File: config.mk
export PLATFORM = sky130hd
export DESIGN_NAME = nor_cmd_decoder
export DESIGN_NICKNAME = d
export VERILOG_FILES = /design/src/rtl/ncd_pkg.sv /design/src/rtl/ncd_bus_capture.sv /design/src/rtl/ncd_seq_decoder.sv /design/src/rtl/ncd_mode_track.sv /design/src/rtl/nor_cmd_decoder.sv
export SDC_FILE = /design/constraint.sdc
export NUM_CORES = 1
export LEC_CHECK = 0
export ABC_AREA = 1
export BUFFER_PORTS_ARGS = -buffer_cell sky130_fd_sc_hd__buf_4
export CAP_MARGIN = 10
export CORE_MARGIN = 1
export CORE_UTILIZATION = 45
export DETAILED_ROUTE_END_ITERATION = 10
export PLACE_DENSITY_LB_ADDON = 0.15
export SYNTH_ARGS = -nofsm -noshare
export SYNTH_HDL_FRONTEND = slang
export SYNTH_SLANG_ARGS = --single-unit
File: constraint.sdc
create_clock -name clk -period 3.24 [get_ports clk]
set_clock_uncertainty 0.15 [all_clocks]
set_input_delay 0.324 -clock clk [delete_from_list [all_inputs] [get_ports clk]]
set_output_delay 0.324 -clock clk [all_outputs]
set_load 0.01 [all_outputs]
File: src/rtl/ncd_pkg.sv
// Shared codes for the NOR command decoder.
// Assumes word addressing with matching confined to address bits 10..0.
package ncd_pkg;

    typedef enum logic [3:0] {
        OP_NONE         = 4'd0,
        OP_PROGRAM      = 4'd1,
        OP_CHIP_ERASE   = 4'd2,
        OP_SECTOR_ERASE = 4'd3,
        OP_SECTOR_LOCK  = 4'd4,
        OP_SUSPEND      = 4'd5,
        OP_RESUME       = 4'd6,
        OP_ID_ENTER     = 4'd7,
        OP_ID_EXIT      = 4'd8,
        OP_CFI_ENTER    = 4'd9,
        OP_PROT_PROGRAM = 4'd10,
        OP_PROT_LOCK    = 4'd11,
        OP_CFG_WRITE    = 4'd12,
        OP_SPM_ENTER    = 4'd13
    } op_kind_e;

    typedef enum logic [3:0] {
        ST_IDLE,
        ST_UNL1,
        ST_UNL2,
        ST_PGM,
        ST_PROT,
        ST_CFG,
        ST_EXT3,
        ST_EXT4,
        ST_EXT5
    } seq_state_e;

    localparam int unsigned CMP_W = 11;

    localparam logic [CMP_W-1:0] ADR_KEY_A     = 11'h555;
    localparam logic [CMP_W-1:0] ADR_KEY_B     = 11'h2AA;
    localparam logic [CMP_W-1:0] ADR_PROT_LOCK = 11'h080;
    localparam logic [7:0]       ADR_QUERY_LO  = 8'h55;

    localparam logic [7:0] CMD_KEY_A    = 8'hAA;
    localparam logic [7:0] CMD_KEY_B    = 8'h55;
    localparam logic [7:0] CMD_PROGRAM  = 8'hA0;
    localparam logic [7:0] CMD_EXTEND   = 8'h80;
    localparam logic [7:0] CMD_ID_ENTER = 8'h90;
    localparam logic [7:0] CMD_ID_EXIT  = 8'hF0;
    localparam logic [7:0] CMD_PROT     = 8'hC0;
    localparam logic [7:0] CMD_CFG      = 8'hD0;
    localparam logic [7:0] CMD_CHIP     = 8'h10;
    localparam logic [7:0] CMD_SECTOR   = 8'h30;
    localparam logic [7:0] CMD_LOCK     = 8'h60;
    localparam logic [7:0] CMD_SUSPEND  = 8'hB0;
    localparam logic [7:0] CMD_RESUME   = 8'h30;
    localparam logic [7:0] CMD_QUERY    = 8'h98;

endpackage

File: src/rtl/ncd_bus_capture.sv
// Forms write cycles from sampled flash control pins.
// Assumes ce_n, we_n, oe_n, addr and data are already synchronous to clk.
// The address is taken when the write becomes active (the later falling enable).
// The data is taken when it ends (the first rising enable), and cyc_stb pulses once.
module ncd_bus_capture #(
    parameter int unsigned ADDR_W = 19,
    parameter int unsigned DATA_W = 16
) (
    input  logic              clk,
    input  logic              rst_n,
    input  logic              ce_n,
    input  logic              we_n,
    input  logic              oe_n,
    input  logic [ADDR_W-1:0] addr,
    input  logic [DATA_W-1:0] data,
    output logic              cyc_stb,
    output logic [ADDR_W-1:0] cyc_addr,
    output logic [DATA_W-1:0] cyc_data
);

    logic wr_act;
    logic wr_act_q;

    // A write needs both enables low with the outputs disabled.
    always_comb begin
        wr_act = !ce_n && !we_n && oe_n;
    end

    // Track the active window and latch address at its start, data at its end.
    always_ff @(posedge clk) begin
        if (!rst_n) begin
            wr_act_q <= 1'b0;
            cyc_stb  <= 1'b0;
            cyc_addr <= '0;
            cyc_data <= '0;
        end else begin
            wr_act_q <= wr_act;
            cyc_stb  <= wr_act_q && !wr_act;
            if (wr_act && !wr_act_q) begin
                cyc_addr <= addr;
            end
            if (wr_act_q && !wr_act) begin
                cyc_data <= data;
            end
        end
    end

endmodule

File: src/rtl/ncd_seq_decoder.sv
// Unlock grammar walker: consumes one write cycle per cyc_stb and issues
// a registered one-clock request when a command completes.
// Assumes cyc_addr/cyc_data are stable while cyc_stb is high.
// Cycles arriving with busy high are dropped without moving the state.
module ncd_seq_decoder
    import ncd_pkg::*;
#(
    parameter int unsigned ADDR_W = 19,
    parameter int unsigned DATA_W = 16
) (
    input  logic              clk,
    input  logic              rst_n,
    input  logic              cyc_stb,
    input  logic [ADDR_W-1:0] cyc_addr,
    input  logic [DATA_W-1:0] cyc_data,
    input  logic              busy,
    input  logic              spm_mode,
    output logic              op_valid,
    output logic [3:0]        op_kind,
    output logic [ADDR_W-1:0] op_addr,
    output logic [DATA_W-1:0] op_data
);

    seq_state_e       state_q;
    seq_state_e       state_d;
    op_kind_e         kind_d;
    op_kind_e         kind_q;
    logic [CMP_W-1:0] a_lo;
    logic [7:0]       cmd;
    logic             at_key_a;
    logic             at_key_b;

    // Reduced views used by every comparison.
    always_comb begin
        a_lo     = cyc_addr[CMP_W-1:0];
        cmd      = cyc_data[7:0];
        at_key_a = (a_lo == ADR_KEY_A);
        at_key_b = (a_lo == ADR_KEY_B);
    end

    // Next state and request for the current write cycle.
    always_comb begin
        state_d = state_q;
        kind_d  = OP_NONE;
        if (cyc_stb && !busy) begin
            state_d = ST_IDLE;
            if (spm_mode) begin
                kind_d = OP_PROGRAM;
            end else begin
                case (state_q)
                    ST_IDLE: begin
                        if (cmd == CMD_KEY_A && at_key_a) begin
                            state_d = ST_UNL1;
                        end else if (cmd == CMD_SUSPEND) begin
                            kind_d = OP_SUSPEND;
                        end else if (cmd == CMD_RESUME) begin
                            kind_d = OP_RESUME;
                        end else if (cmd == CMD_ID_EXIT) begin
                            kind_d = OP_ID_EXIT;
                        end else if (cmd == CMD_QUERY && cyc_addr[7:0] == ADR_QUERY_LO) begin
                            kind_d = OP_CFI_ENTER;
                        end
                    end
                    ST_UNL1: begin
                        if (cmd == CMD_KEY_B && at_key_b) begin
                            state_d = ST_UNL2;
                        end
                    end
                    ST_UNL2: begin
                        if (at_key_a) begin
                            case (cmd)
                                CMD_PROGRAM:  state_d = ST_PGM;
                                CMD_EXTEND:   state_d = ST_EXT3;
                                CMD_PROT:     state_d = ST_PROT;
                                CMD_CFG:      state_d = ST_CFG;
                                CMD_ID_ENTER: kind_d  = OP_ID_ENTER;
                                CMD_ID_EXIT:  kind_d  = OP_ID_EXIT;
                                default:      state_d = ST_IDLE;
                            endcase
                        end
                    end
                    ST_PGM: begin
                        kind_d = OP_PROGRAM;
                    end
                    ST_PROT: begin
                        if (a_lo == ADR_PROT_LOCK && !cyc_data[1]) begin
                            kind_d = OP_PROT_LOCK;
                        end else begin
                            kind_d = OP_PROT_PROGRAM;
                        end
                    end
                    ST_CFG: begin
                        if (cmd == 8'h00 || cmd == 8'h01) begin
                            kind_d = OP_CFG_WRITE;
                        end
                    end
                    ST_EXT3: begin
                        if (cmd == CMD_KEY_A && at_key_a) begin
                            state_d = ST_EXT4;
                        end
                    end
                    ST_EXT4: begin
                        if (cmd == CMD_KEY_B && at_key_b) begin
                            state_d = ST_EXT5;
                        end
                    end
                    ST_EXT5: begin
                        case (cmd)
                            CMD_CHIP:    kind_d = at_key_a ? OP_CHIP_ERASE : OP_NONE;
                            CMD_SECTOR:  kind_d = OP_SECTOR_ERASE;
                            CMD_LOCK:    kind_d = OP_SECTOR_LOCK;
                            CMD_PROGRAM: kind_d = OP_SPM_ENTER;
                            default:     kind_d = OP_NONE;
                        endcase
                    end
                    default: state_d = ST_IDLE;
                endcase
            end
        end
    end

    // Register the sequence position and the outgoing request.
    always_ff @(posedge clk) begin
        if (!rst_n) begin
            state_q  <= ST_IDLE;
            kind_q   <= OP_NONE;
            op_valid <= 1'b0;
            op_addr  <= '0;
            op_data  <= '0;
        end else begin
            state_q  <= state_d;
            kind_q   <= kind_d;
            op_valid <= (kind_d != OP_NONE);
            if (kind_d != OP_NONE) begin
                op_addr <= cyc_addr;
                op_data <= cyc_data;
            end
        end
    end

    // Expose the code as a plain vector.
    always_comb begin
        op_kind = kind_q;
    end

endmodule

File: src/rtl/ncd_mode_track.sv
// Holds the identification, query and single-pulse mode flags.
// Assumes requests arrive as one-clock pulses; flags change the clock after.
module ncd_mode_track
    import ncd_pkg::*;
(
    input  logic       clk,
    input  logic       rst_n,
    input  logic       op_valid,
    input  logic [3:0] op_kind,
    output logic       id_mode,
    output logic       cfi_mode,
    output logic       spm_mode
);

    // Update flags from completed requests; reset clears all of them.
    always_ff @(posedge clk) begin
        if (!rst_n) begin
            id_mode  <= 1'b0;
            cfi_mode <= 1'b0;
            spm_mode <= 1'b0;
        end else if (op_valid) begin
            case (op_kind)
                OP_ID_ENTER:  id_mode  <= 1'b1;
                OP_CFI_ENTER: cfi_mode <= 1'b1;
                OP_SPM_ENTER: spm_mode <= 1'b1;
                OP_ID_EXIT: begin
                    id_mode  <= 1'b0;
                    cfi_mode <= 1'b0;
                end
                default: ;
            endcase
        end
    end

endmodule

File: src/rtl/nor_cmd_decoder.sv
// Top of the NOR flash command decoder: pin capture, grammar walker, mode flags.
// Assumes pins are synchronised to clk and each enable phase spans at least one clock.
module nor_cmd_decoder #(
    parameter int unsigned ADDR_W = 19,
    parameter int unsigned DATA_W = 16
) (
    input  logic              clk,
    input  logic              rst_n,
    input  logic              ce_n,
    input  logic              we_n,
    input  logic              oe_n,
    input  logic [ADDR_W-1:0] addr,
    input  logic [DATA_W-1:0] data,
    input  logic              prog_busy,
    output logic              op_valid,
    output logic [3:0]        op_kind,
    output logic [ADDR_W-1:0] op_addr,
    output logic [DATA_W-1:0] op_data,
    output logic              id_mode,
    output logic              cfi_mode,
    output logic              spm_mode
);

    logic              cap_stb;
    logic [ADDR_W-1:0] cap_addr;
    logic [DATA_W-1:0] cap_data;

    ncd_bus_capture #(.ADDR_W(ADDR_W), .DATA_W(DATA_W)) u_cap (
        .clk      (clk),
        .rst_n    (rst_n),
        .ce_n     (ce_n),
        .we_n     (we_n),
        .oe_n     (oe_n),
        .addr     (addr),
        .data     (data),
        .cyc_stb  (cap_stb),
        .cyc_addr (cap_addr),
        .cyc_data (cap_data)
    );

    ncd_seq_decoder #(.ADDR_W(ADDR_W), .DATA_W(DATA_W)) u_seq (
        .clk      (clk),
        .rst_n    (rst_n),
        .cyc_stb  (cap_stb),
        .cyc_addr (cap_addr),
        .cyc_data (cap_data),
        .busy     (prog_busy),
        .spm_mode (spm_mode),
        .op_valid (op_valid),
        .op_kind  (op_kind),
        .op_addr  (op_addr),
        .op_data  (op_data)
    );

    ncd_mode_track u_mode (
        .clk      (clk),
        .rst_n    (rst_n),
        .op_valid (op_valid),
        .op_kind  (op_kind),
        .id_mode  (id_mode),
        .cfi_mode (cfi_mode),
        .spm_mode (spm_mode)
    );

endmodule

==> impl_summary.md, run 1 <==
Outcome
The run finished with clean final reports.

STA
Setup repair after global routing left no endpoint under its margin. The actual transition at the worst max-transition pin is 899 ps. The number of pins with negative max-slew slack in the final report is 0.

In the finished design, the share of the clock period the worst path needs comes to 0.816. The final sum of negative setup slack is 0 ps. For this run, the top clock speed supported by timing is 378 MHz. The worst-case headroom to the max-slew limit is 0.399. The tightest hold path in the finished design has a slack of 71.6 ps. The final number of hold-violating endpoints came to 0. The final worst-path setup slack is 597 ps.

The number of failing setup endpoints in the final timing report is 0. The routed design could run at a clock period as short as 2640 ps.

Placement
Prior to clock tree synthesis, the placed netlist has a worst setup slack of 599 ps. The count of buffers inserted at the top-level ports is 83. The weighted congestion reported at the end of routability-driven placement is 0.891. The post-DP HPWL is 7170 um.

Clock tree
Post-CTS repair changed the size of 0 cells. The number of H-tree levels is 3. The CTS buffer count is 9. TritonCTS built the clock tree.

The later pin in the worst-skew pair is clocked with a latency of 350 ps. The post-cts hold buffer count is 0. After clock tree synthesis, the clock-pin slew on the worst setup and hold paths is 90 ps. CTS placed an instance of sky130_fd_sc_hd__clkbuf_8 at the clock tree root. The tree built by TritonCTS fans out to 84 sinks. The longest clock path from root to sink contains 2 buffers. In this run the post-CTS setup repair buffer count came out at 0.

Logic synthesis
Yosys mapped the design onto 27 distinct sky130hd cell types. The sequential share of the synthesized area is 0.424. The fraction of synthesis flops using an asynchronous set or reset pin is 0.

The synthesized netlist occupies a cell area of 0.00396 mm^2. The commonest cells after synthesis are sky130_fd_sc_hd__nor2_1 (145), sky130_fd_sc_hd__nand2_1 (105), sky130_fd_sc_hd__dfxtp_1 (84). The proportion of netlist area held by the largest area contributor is 0.424. Counting flops with a built-in enable in the synthesized netlist gives 0. By instance count, the leading cell after synthesis is sky130_fd_sc_hd__nor2_1.

Ranked by total cell area, the synthesized netlist is headed by sky130_fd_sc_hd__dfxtp_1 (42%), sky130_fd_sc_hd__nor2_1 (14%), sky130_fd_sc_hd__nand2_1 (9.9%). Yosys printed 0 warnings. The number of nets in the synthesized netlist is 641. The total of flip-flops plus latches after synthesis is 84. The post-synthesis area per instance is 6.61 um^2. The library cell with the largest summed area after synthesis is sky130_fd_sc_hd__dfxtp_1. For this run, the leading register cell type out of synthesis is sky130_fd_sc_hd__dfxtp_1. In the synthesized netlist, the number of instances is 600.

Min path
The terminating pin of the worst hold path is u_cap.cyc_data[8]. The startpoint of the lowest-slack hold path is data[8]. The worst hold path passes through 3 cells. The worst hold path belongs to the class primary input to flop.

Finish
In the final layout, the multi-input gates occupy 0.00182 mm^2. The synthesis-to-finish area growth is 22.8%. Fill cells in the final layout number 820.

The sequential cell area is 0.00168 mm^2. The number of diodes added for antenna fixing is 0. The number of nets in the layout is 712. In the final layout, the share of cells above drive strength 1 is 0.176.

Drt
The average wire per cell in the routed design is 13.2 um. For this block, the initial DRC count from the detailed router was 129. The DRC violation count after routing is 0. The first detailed-routing pass took 4 iterations.

The antenna violation net count after detailed routing is 0. The detailed router placed 3897 vias in this run. The detail-routed via count per cell is 5.00. The final layout contains routed wiring with a total length of 10300 um.

Worst setup path
The setup check on the worst reg-to-reg path leaves a slack of 600 ps. In this run the worst path has a maximum fanout of 22. For the worst setup path, the data required time is 3340 ps. The worst-case reg-to-reg path depth is 12. The capturing element type of the critical path is a flop. The arrival time of the worst setup path is 2740 ps. The category of the worst setup path launch point is a flop.

The startpoint of the most critical register-to-register path is u_cap.cyc_data[7]. By startpoint and endpoint, the worst setup path is classified as flop to flop. The worst register-to-register path ends at u_seq.op_addr[0].

Die
The effective utilization at floorplan is 0.473. Pin placement for this block handled 84 I/O pins. The die covers 0.00919 mm^2. The core region is 0.00838 mm^2. The die is 95.9 um wide.

The initialized floorplan defines 33 standard-cell rows. The floorplan die height is 95.9 um.

Global route
For this run the aggregate overflow at the end of global routing stands at 0. The via count of the first global-routing pass was 3708. The first global-routing pass estimated 17100 um of wire. Entering global routing, the biggest net connects 74 pins. The number of antenna violations at the first check in global routing came to 0. The aggregate global-route resource usage is 0.242.

Pwr
The largest voltage drop on the vdd net is 0.000241 V. Dividing total power by cell area gives a power density of 447 mW/mm^2. The leakage power total is 2.39 nW.

Job
The tool flagged a number of max-cap violations equal to 0.
-- worst max path at each step --
stage                       from                to  depth (start not counted)
6_report       u_cap.cyc_data[7]  u_seq.op_addr[0]                         12
5_1_grt        u_cap.cyc_data[7]  u_seq.op_addr[7]                         12
2_1_floorplan  u_cap.cyc_data[7]  u_seq.op_data[4]                         12
3_5_place_dp   u_cap.cyc_data[7]  u_seq.op_addr[0]                         12
4_1_cts        u_cap.cyc_data[7]  u_seq.op_addr[0]                         12
3_3_place_gp   u_cap.cyc_data[7]  u_seq.op_addr[4]                         12
-- report_power, final --
group          internal [mW]  leakage [nW]  switching (mW)  total [mW]
Sequential              1.05         0.680          0.0174        1.07
Clock                  0.589         0.126           0.396       0.985
Combinational         0.0532          1.59          0.0678       0.121
Total                   1.69          2.39           0.482        2.17
-- stage by stage --
stage                     power [mW]  std cells  area [um^2]   util
after global routing            2.25        780         4870  0.581
final                           2.17        780         4870  0.581
after floorplan                 1.16        600         3960      -
after CTS                       2.19        780         4870  0.581
after global placement          1.21        765         4610  0.550
after detailed placement        1.21        765         4610  0.550
-- worst max-delay path, cell delays in order, from the launching register on --
cell	delay, ps
sky130_fd_sc_hd__dfxtp_1	470
sky130_fd_sc_hd__inv_2	90
sky130_fd_sc_hd__nor2_1	130
sky130_fd_sc_hd__nand2_1	100
sky130_fd_sc_hd__nor2_1	140
sky130_fd_sc_hd__nand3_1	120
sky130_fd_sc_hd__nand3_2	110
sky130_fd_sc_hd__nand2_2	70
sky130_fd_sc_hd__o21ai_2	510
sky130_fd_sc_hd__buf_4	370
sky130_fd_sc_hd__nand4_1	130
sky130_fd_sc_hd__nand2_1	90
sky130_fd_sc_hd__nor2_1	40
-- per-layer routing --
metal / vias to the layer above / GRT usage / share of wire
met1: 1755 / 0.318 / 0.46
met4: 0 / 0.0933 / 0.013
met5: - / 0 / 0
met3: 11 / 0.0474 / 0.043
li1: 2046 / - / -
met2: 85 / 0.392 / 0.48
-- cells by family (layout without fill, tap and decap cells) --
kind of cell,Yosys count,after routing,share of synthesized area
AO/OA/AOI/OAI,77,77,0.103
AND/OR/NAND/NOR,327,327,0.357
flip-flops,84,84,0.424
buffers and inverters,112,187,0.116
-- cell usage in the layout, fill, tap and decap left out --
cell type,instances
sky130_fd_sc_hd__nor2_4,1
sky130_fd_sc_hd__inv_2,5
sky130_fd_sc_hd__clkinvlp_4,1
sky130_fd_sc_hd__nand2_2,5
sky130_fd_sc_hd__nand3_1,16
sky130_fd_sc_hd__inv_1,80
sky130_fd_sc_hd__nand3_2,3
sky130_fd_sc_hd__or2_2,1
sky130_fd_sc_hd__o22ai_1,1
sky130_fd_sc_hd__clkbuf_8,9
sky130_fd_sc_hd__inv_6,1
sky130_fd_sc_hd__dfxtp_1,84
sky130_fd_sc_hd__nand4_1,40
sky130_fd_sc_hd__nor3_1,4
sky130_fd_sc_hd__bufinv_16,4
sky130_fd_sc_hd__a2111oi_0,1
sky130_fd_sc_hd__a21oi_1,34
sky130_fd_sc_hd__nor4_1,3
sky130_fd_sc_hd__a41oi_2,1
sky130_fd_sc_hd__nand3b_1,3
sky130_fd_sc_hd__o211ai_1,1
sky130_fd_sc_hd__o21ai_0,38
sky130_fd_sc_hd__nand2_1,105
sky130_fd_sc_hd__and2_1,1
sky130_fd_sc_hd__buf_4,87
sky130_fd_sc_hd__o21ai_2,1
sky130_fd_sc_hd__nor2_1,145
-- registers in the layout, indices dropped and copies added, names as in the netlist --
name             flops
u_seq.op_kind        4
u_cap.cyc_addr      19
u_seq.op_valid       1
u_mode.cfi_mode      1
u_cap.wr_act_q       1
u_cap.cyc_data      16
u_seq.op_data       16
u_mode.spm_mode      1
u_mode.id_mode       1
u_cap.cyc_stb        1
u_seq.state_q        4
u_seq.op_addr       19
-- final cells by class --
class | instances | area share
Inverter | 85 | 0.0655
Multi-Input combinational cell | 404 | 0.374
Tap cell | 105 | 0.0270
Clock inverter | 6 | 0.0280
Clock buffer | 9 | 0.0254
Sequential cell | 84 | 0.345
Timing Repair Buffer | 87 | 0.134
No activity file was read; power rests on OpenSTA's default activity.
==> inputs of run 2 (changes only) <==
- ABC_AREA: 1 -> 0
- clock period: 3.24 -> 2.12 ns (I/O delays scaled with it)
==> run 2 against run 1 <==
Net effect: sequential power increased by 50%; setup slack worse by 1000 ps; wire length grew 3.4%; the flow now finishes with violations (setup timing); sequential share of layout area down 5.3 points; critical endpoint is now u_seq.op_addr[9]; global-route usage is 0.68 points higher; hold slack got worse by 40 ps.
==> impl_summary.md, run 2 <==
Pwr
The leakage power total is 2.53 nW (+5.6%). The post-route total power came to 3.22 mW (+48%). The largest voltage drop on the vdd net is 0.000385 V (+60%).

The register share of total power was 0.499 (+0.008). The cell-internal power came to 2.44 mW (+44%). The switching fraction of total power came to 0.242 (+0.0205). The switching power is 0.780 mW (+62%). The clock network power share is 0.415 (-0.038). The total power divided by cell area came to 559 mW/mm^2 (+25%). The fraction of power consumed by combinational cells is 0.085 (+0.029).

Logic synthesis
The number of nets in the synthesized netlist is 491 (-23%). Ranked by total cell area, the synthesized netlist is headed by sky130_fd_sc_hd__dfxtp_1 (45%), sky130_fd_sc_hd__nand2_1 (15%), sky130_fd_sc_hd__mux2i_1 (9.6%). The sequential share of the synthesized area is 0.446 (+0.0221). The count of cell types in the netlist is 42 (+56%). The total of flip-flops plus latches after synthesis is 84 (unchanged). The most used flip-flop cell after synthesis is sky130_fd_sc_hd__dfxtp_1. The number of instances in the synthesized netlist was 450 (-25%). The fraction of synthesis flops using an asynchronous set or reset pin is 0 (unchanged). The post-synthesis area per instance is 8.37 um^2 (+27%). The cell with the most instances after synthesis is sky130_fd_sc_hd__nand2_1. The largest total area in the synthesized netlist belongs to sky130_fd_sc_hd__dfxtp_1.

The summed instance area of the synthesized netlist is 0.00377 mm^2 (-5.0%). The number of warnings issued by yosys is 0 (unchanged). Sorting the synthesized cells by how often they occur yields sky130_fd_sc_hd__nand2_1 (153), sky130_fd_sc_hd__dfxtp_1 (84), sky130_fd_sc_hd__a21boi_0 (39). The number of synthesized flops with an enable pin was 0 (unchanged). The proportion of netlist area held by the largest area contributor is 0.446 (+0.0221).

Placement
The worst setup timing slack at the placement stage is -431 ps (-1030 ps). The post-DP HPWL was 7220 um (+0.79%). The weighted congestion reported at the end of routability-driven placement came to 0.916 (+2.8%). The count of buffers inserted at the top-level ports was 83 (unchanged).

Global route
The maximum number of pins on one net before global-route repair is 41 (-45%). The number of antenna violations at the first check in global routing came to 0 (unchanged). The overall overflow remaining after global route was 0 (unchanged). The aggregate global-route resource usage came to 0.249 (+0.00683). The via count of the first global-routing pass came to 3579 (-3.5%). The global-route wire length before repair is 16900 um (-1.3%).

Worst setup path
The endpoint identified for the worst register-to-register timing path is u_seq.op_addr[9]. The signal on the critical path passes through or4_4, or4_1, and3_4, a31oi_4, a211oi_4, buf_12, clkbuf_16, mux2i_1. The arrival time of the worst setup path is 2620 ps (-120 ps). The maximum fanout along the worst path is 8 (-64%).

The register-to-register setup slack came to -410 ps (-1000 ps). The worst register-to-register path begins at u_cap.cyc_data[3]. The required arrival time at the worst endpoint is 2220 ps (-1120 ps). The worst setup path is launched from a flop.

The capturing element type of the critical path is a flop. The largest individual stage delay along the critical path comes from the cell sky130_fd_sc_hd__or4_4. The setup path with the least slack is of type flop to flop. The worst-case reg-to-reg path depth is 8 (-4). The largest stage delay on the critical path is 580 ps (+70 ps).

Outcome
The final reports fail on setup timing. The flow ran to the end, but the final reports show violations.

Finish
The commonest non-fill, non-tap cell in the layout is sky130_fd_sc_hd__buf_4. The combined area of the multi-input logic cells came to 0.00203 mm^2 (+11%). The number of nets in the layout came to 668 (-6.2%). The number of filler cells placed in the layout is 640 (-22%). The sequential cell area is 0.00169 mm^2 (+0.30%).

The number of diodes added for antenna fixing is 0 (unchanged). The share of cells above drive strength 1 is 0.321 (+0.145). In the layout the commonest cells are sky130_fd_sc_hd__buf_4 (154), sky130_fd_sc_hd__nand2_1 (153), sky130_fd_sc_hd__dfxtp_1 (80). The largest registers in the layout are u_cap.cyc_addr (19), u_seq.op_addr (19). Relative to the synthesized area, the layout overhead comes to 53.0%.

STA
The worst hold slack after final layout came to 31.9 ps (-39.7 ps). The number of failing setup endpoints in the final timing report is 38 (+38). The final worst-path setup slack is -406 ps (-1000 ps). Setup repair after global routing could not meet its margin everywhere. The time the worst path needs with I/O delays and setup is 2530 ps (-117 ps).

The number of pins with negative max-slew slack in the final report was 0 (unchanged). The maximum clock rate is 396 MHz (+4.6%). The final period utilization is 1.19 (+0.376). The actual transition at the worst max-transition pin is 753 ps (-146 ps). The worst-case headroom to the max-slew limit is 0.498 (+0.0987). The final number of hold-violating endpoints is 0 (unchanged).

Min path
The hold-critical path depth was 3 (unchanged). The type of the tightest min-delay check is primary input to flop. The terminating pin of the worst hold path is u_cap.wr_act_q. In this run the most critical hold path is launched from ce_n.

Clock tree
The CTS clock-pin slew for the worst setup and hold paths came to 90 ps (about the same). The later-pin clock latency in the skew report is 360 ps (about the same). The number of H-tree levels is 3 (unchanged). The CTS buffer count is 9 (unchanged). The maximum root-to-sink buffer count is 2 (unchanged). The count of clock tree sinks is 84 (unchanged). TritonCTS built the clock tree. In this run the clock root is driven by a sky130_fd_sc_hd__clkbuf_8.

Die
The floorplan die width is 93.5 um (-2.5%). The total die area is 0.00874 mm^2 (-4.9%). The boundary pin count was 84 (unchanged).

The row count was 33 (unchanged). The floorplan die height was 93.5 um (-2.5%). The area of the placeable core came to 0.00818 mm^2 (-2.5%). The effective utilization at floorplan is 0.461 (-0.0121).

Drt
The DRC violation count after routing was 0 (unchanged). The number of detailed-route iterations in the first pass is 4 (unchanged). The detail-routed via count per cell came to 5.04 (+0.97%). The number of design-rule violations left by the first detailed-router iteration is 114 (-12%).

The average wire per cell in the routed design came to 14.4 um (+9.4%). The via count of the routed design came to 3718 (-4.6%). The antenna violation net count after detailed routing is 0 (unchanged).

The aggregate routed wire length came to 10600 um (+3.4%).

Job
The max capacitance violation total was 0 (unchanged).
run 2: cell types whose count changed in the layout (fill, tap and decap cells not counted), sizes merged, moves of 30 or more:
cell,delta
nor2,-138
inv,-77
buf,+73
nand2,+43
a21boi,+39
dlygate4sd3,+36
mux2i,+36
nand4,-35
o21ai,-35
a21oi,-30
run 2: final cells by class:
| type | instances | area share |
|---|---|---|
| Inverter | 5 | 0.00326 |
| Clock inverter | 7 | 0.0182 |
| Clock buffer | 9 | 0.0215 |
| Timing Repair Buffer | 198 | 0.290 |
| Multi-Input combinational cell | 329 | 0.352 |
| Sequential cell | 84 | 0.293 |
| Tap cell | 105 | 0.0228 |
run 2: per-stage QoR:
step	instances	instance area [um^2]	TNS (ps)	util
floorplan	450	3790	-12610	-
global placement	680	4980	-15580	0.609
detailed placement	680	4980	-15620	0.609
CTS	735	5660	-13570	0.692
global route	737	5760	-16940	0.705
finish	737	5760	-13640	0.705
run 2: kinds of logic (layout without fill, tap and decap cells):
kind of cell | after synthesis | in the layout | synth area share
AOI/OAI and AO/OA | 63 | 63 | 0.127
muxes | 36 | 36 | 0.0957
buffers and inverters | 37 | 219 | 0.0452
xor gates and xnor gates | 2 | 2 | 0.00465
and+or+nand+nor | 228 | 228 | 0.281
DFF | 84 | 84 | 0.446
run 2: power groups by stage:
stage | Clock [mW] | Sequential [mW] | Combinational, mW
2_1_floorplan | 0 | 1.64 | 0.0920
3_3_place_gp | 0 | 1.64 | 0.207
3_5_place_dp | 0 | 1.64 | 0.208
4_1_cts | 1.36 | 1.61 | 0.268
5_1_grt | 1.43 | 1.61 | 0.297
6_report | 1.34 | 1.61 | 0.275
run 2: per-layer routing:
metal,GRT usage,vias up,wire (um)
li1,-,1877,-
met1,0.293,1728,4580
met2,0.444,92,5440
met3,0.0537,21,370
met4,0.0846,0,233
met5,0,-,0
run 2: worst max-delay path: cells and delay by family (launching register included):
kind | cells | cell delay (ps)
simple gates | 3 | 1270
flops | 1 | 330
buf+inv | 2 | 320
compound gates | 2 | 230
mux | 1 | 110
run 2: worst max path at each step:
stage | start | to | slack, ps | depth (start not counted)
floorplan | u_cap.cyc_data[3] | u_seq.op_addr[0] | -380 | 9
detailed placement | u_cap.cyc_data[2] | u_seq.op_addr[11] | -430 | 7
finish | u_cap.cyc_data[3] | u_seq.op_addr[9] | -410 | 8
CTS | u_cap.cyc_data[3] | u_seq.op_addr[5] | -390 | 8
global route | u_cap.cyc_addr[5] | u_seq.op_addr[11] | -490 | 10
global placement | u_cap.cyc_data[1] | u_seq.op_addr[6] | -420 | 7
run 2: repair_timing:
| action | in CTS | in global routing |
|---|---|---|
| buffers inserted | 3 | 1 |
| endpoints found under the hold margin | 36 | 0 |
| gates resized for setup | 13 | 13 |
| endpoints found under the setup margin | 42 | 42 |
| cloned | 0 | 2 |
| pin swaps | 3 | 2 |
| hold buffers | 36 | 0 |
==> inputs of run 3 (changes only) <==
- GPL_TIMING_DRIVEN: default -> 0
- REMOVE_ABC_BUFFERS: default -> 1
==> run 3 against run 2 <==
Net effect: critical path depth grew 1; wire length shrank 13%; first-iteration DRC count grew 49%; the flow still finishes with violations (setup timing); critical path type unchanged; hold slack gained 9.7 ps; design area shrank 7.6%; clock power shrank 16%; fmax shrank 7.1%; cell count shrank 8.1%; global-route usage shrank 3.3 points; combinational power shrank 20%.
==> impl_summary.md, run 3 (synthesized netlist as in run 2, its figures left out) <==
Clock tree
The CTS clock-pin slew for the worst setup and hold paths is 90 ps (about the same). The count of clock tree sinks is 84 (unchanged). The maximum root-to-sink buffer count is 2 (unchanged). The later-pin clock latency in the skew report is 350 ps (about the same). The cell sitting at the root of the clock tree is a sky130_fd_sc_hd__clkbuf_8. The number of H-tree levels is 3 (unchanged).

The CTS buffer count is 9 (unchanged). TritonCTS built the clock tree.

Worst setup path
The end of the worst register-to-register path is u_seq.op_addr[2]. The worst-case reg-to-reg path depth came to 9 (+1). The largest stage delay on the critical path is 600 ps (+20 ps). The buffering stage count on the worst path with inverters included was 3 (+1). By startpoint and endpoint, the worst setup path is classified as flop to flop. The category of the worst setup path launch point is a flop. The most repeated library cell on the critical path is sky130_fd_sc_hd__or4_4. The worst setup path startpoint is u_cap.cyc_data[3]. The kind of cell with the highest combined delay along the critical path is simple AND/OR/NAND/NOR gates. The register-to-register setup slack came to -600 ps (-190 ps). The maximum fanout along the worst path is 7 (-1). The capturing element type of the critical path is a flop. The arrival time of the worst setup path is 2800 ps (+180 ps). The highest-delay cell along the critical path is sky130_fd_sc_hd__or4_4. Walking the worst path, the cells encountered are or4_4, or4_4, and3_4, a31oi_4, a211oi_4, buf_8, buf_16, buf_12, mux2i_2.

The startpoint identified for the worst register-to-register timing path is u_cap.cyc_data[3]. The instance count on the critical path is 9 (+1). The required arrival time at the worst endpoint is 2200 ps (-20 ps).

Placement
The post-DP HPWL is 5630 um (-22%). The count of buffers inserted at the top-level ports is 83 (unchanged). The weighted congestion reported at the end of routability-driven placement is 0.896 (-2.2%). The worst setup timing slack at the placement stage is -1010 ps (-582 ps). The cell area after placement is 0.00446 mm^2 (-11%).

Finish
The library cells used most frequently in the layout, excluding fill and tap cells, are sky130_fd_sc_hd__nand2_1 (153), sky130_fd_sc_hd__buf_4 (91), sky130_fd_sc_hd__dfxtp_1 (73). The number of filler cells placed in the layout is 709 (+11%). The synthesis-to-finish area growth is 41.4%.

The number of nets in the layout was 608 (-9.0%). The share of cells above drive strength 1 is 0.259 (-0.0625). The commonest non-fill, non-tap cell in the layout is sky130_fd_sc_hd__nand2_1. The summed area of non-filler cells in the final layout is 0.00533 mm^2 (-7.6%). The largest registers in the layout are u_cap.cyc_addr (19), u_seq.op_addr (19). The number of diodes added for antenna fixing is 0 (unchanged).

Die
The total die area came to 0.00874 mm^2 (unchanged). The boundary pin count is 84 (unchanged). The effective utilization at floorplan came to 0.461 (unchanged). The row count is 33 (unchanged).

The floorplan die width came to 93.5 um (unchanged). The area of the placeable core is 0.00818 mm^2 (unchanged). The floorplan die height is 93.5 um (unchanged).

STA
The worst-case headroom to the max-slew limit is 0.328 (-0.170). The number of pins with negative max-slew slack in the final report is 0 (unchanged). The final period utilization is 1.28 (+0.0913). The final worst-path setup slack is -599 ps (-193 ps).

The maximum clock rate is 368 MHz (-7.1%). The final number of hold-violating endpoints is 0 (unchanged). The number of failing setup endpoints in the final timing report is 41 (+7.9%).

The actual transition at the worst max-transition pin is 1010 ps (+255 ps). Setup repair after global routing could not meet its margin everywhere. The final sum of negative setup slack is -19320 ps (-5680 ps). The time the worst path needs with I/O delays and setup is 2720 ps (+193 ps).

Drt
The DRC violation count after routing is 0 (unchanged). The via count of the routed design is 3460 (-6.9%). The number of detailed-route iterations in the first pass is 6 (+2). The average wire per cell in the routed design is 13.7 um (-5.0%). The antenna violation net count after detailed routing is 0 (unchanged). The detail-routed via count per cell is 5.11 (+1.3%). The aggregate routed wire length is 9280 um (-13%). The number of design-rule violations left by the first detailed-router iteration came to 170 (+49%).

Job
The max capacitance violation total is 0 (unchanged).

Global route
The maximum number of pins on one net before global-route repair is 119 (+190%). The overall overflow remaining after global route was 0 (unchanged). The via count of the first global-routing pass is 3231 (-9.7%). The number of antenna violations at the first check in global routing was 0 (unchanged). The aggregate global-route resource usage is 0.216 (-0.0332).

The global-route wire length before repair is 14800 um (-12%).

Pwr
The post-route total power is 2.96 mW (-8.2%). The largest voltage drop on the vdd net was 0.000422 V (+9.5%). The total power divided by cell area is 555 mW/mm^2 (-0.72%).

The leakage power total is 2.19 nW (-14%).

Min path
The type of the tightest min-delay check is primary input to flop. The hold-critical path depth is 3 (unchanged). The path with the worst hold slack has its endpoint at u_cap.wr_act_q.

The startpoint identified for the worst hold timing path is ce_n.

Outcome
The flow ran to the end, but the final reports show violations. The checks that failed: setup timing.
run 3: cell types whose count changed in the layout (fill, tap and decap cells not counted), sizes merged:
cell / before / now
bufinv: 2 / 1
buf: 160 / 102
inv: 9 / 6
clkinvlp: 0 / 1
clkinv: 1 / 2
run 3: routing by layer:
layer | track usage | share of wire | up-vias | wire length [um]
li1 | - | - | 1765 | -
met1 | 0.264 | 0.44 | 1589 | 4060
met2 | 0.375 | 0.50 | 99 | 4670
met3 | 0.0439 | 0.050 | 7 | 460
met4 | 0.0756 | 0.010 | 0 | 95
met5 | 0 | 0 | - | 0
run 3: worst max path at each step:
| stage | to | slack, ps |
|---|---|---|
| after floorplan | u_seq.op_addr[0] | -1760 |
| after global placement | u_seq.op_addr[18] | -3010 |
| after detailed placement | u_seq.op_data[10] | -1010 |
| after CTS | u_seq.op_data[0] | -550 |
| after global routing | u_seq.op_addr[8] | -650 |
| final | u_seq.op_addr[2] | -600 |
run 3: where the power goes:
| part | internal [mW] | switching (mW) |
|---|---|---|
| Clock | 0.550 | 0.573 |
| Sequential | 1.59 | 0.0206 |
| Combinational | 0.126 | 0.0944 |
| Total | 2.27 | 0.688 |
run 3: area by class of cell:
| type | count | area (um^2) | area share |
|---|---|---|---|
| Clock buffer | 11 | 131 | 0.0247 |
| Clock inverter | 5 | 60.1 | 0.0113 |
| Inverter | 5 | 18.8 | 0.00352 |
| Multi-Input combinational cell | 329 | 2030 | 0.382 |
| Sequential cell | 84 | 1700 | 0.319 |
| Tap cell | 105 | 131 | 0.0247 |
| Timing Repair Buffer | 138 | 1250 | 0.235 |
run 3: worst min-delay path, delay by kind of cell:
kind / cells / cell delay [ps]
buffers and inverters: 1 / 70
AND/OR/NAND/NOR: 2 / 220
run 3: what timing repair did:
| action | CTS | global route |
|---|---|---|
| pin swaps | 6 | 7 |
| resized for setup | 27 | 20 |
| hold buffers | 35 | 1 |
| hold endpoints to repair | 35 | 1 |
| cloned | 2 | 0 |
| setup endpoints to repair | 44 | 42 |
| buffers inserted | 6 | 8 |
run 3: per-stage QoR:
stage / cells / util / hold WS, ps
final: 677 / 0.652 / 41.6
after global routing: 677 / 0.652 / 42.5
after CTS: 669 / 0.635 / 1.20
after detailed placement: 610 / 0.545 / 299
after global placement: 606 / 0.535 / 289
after floorplan: 418 / - / 180
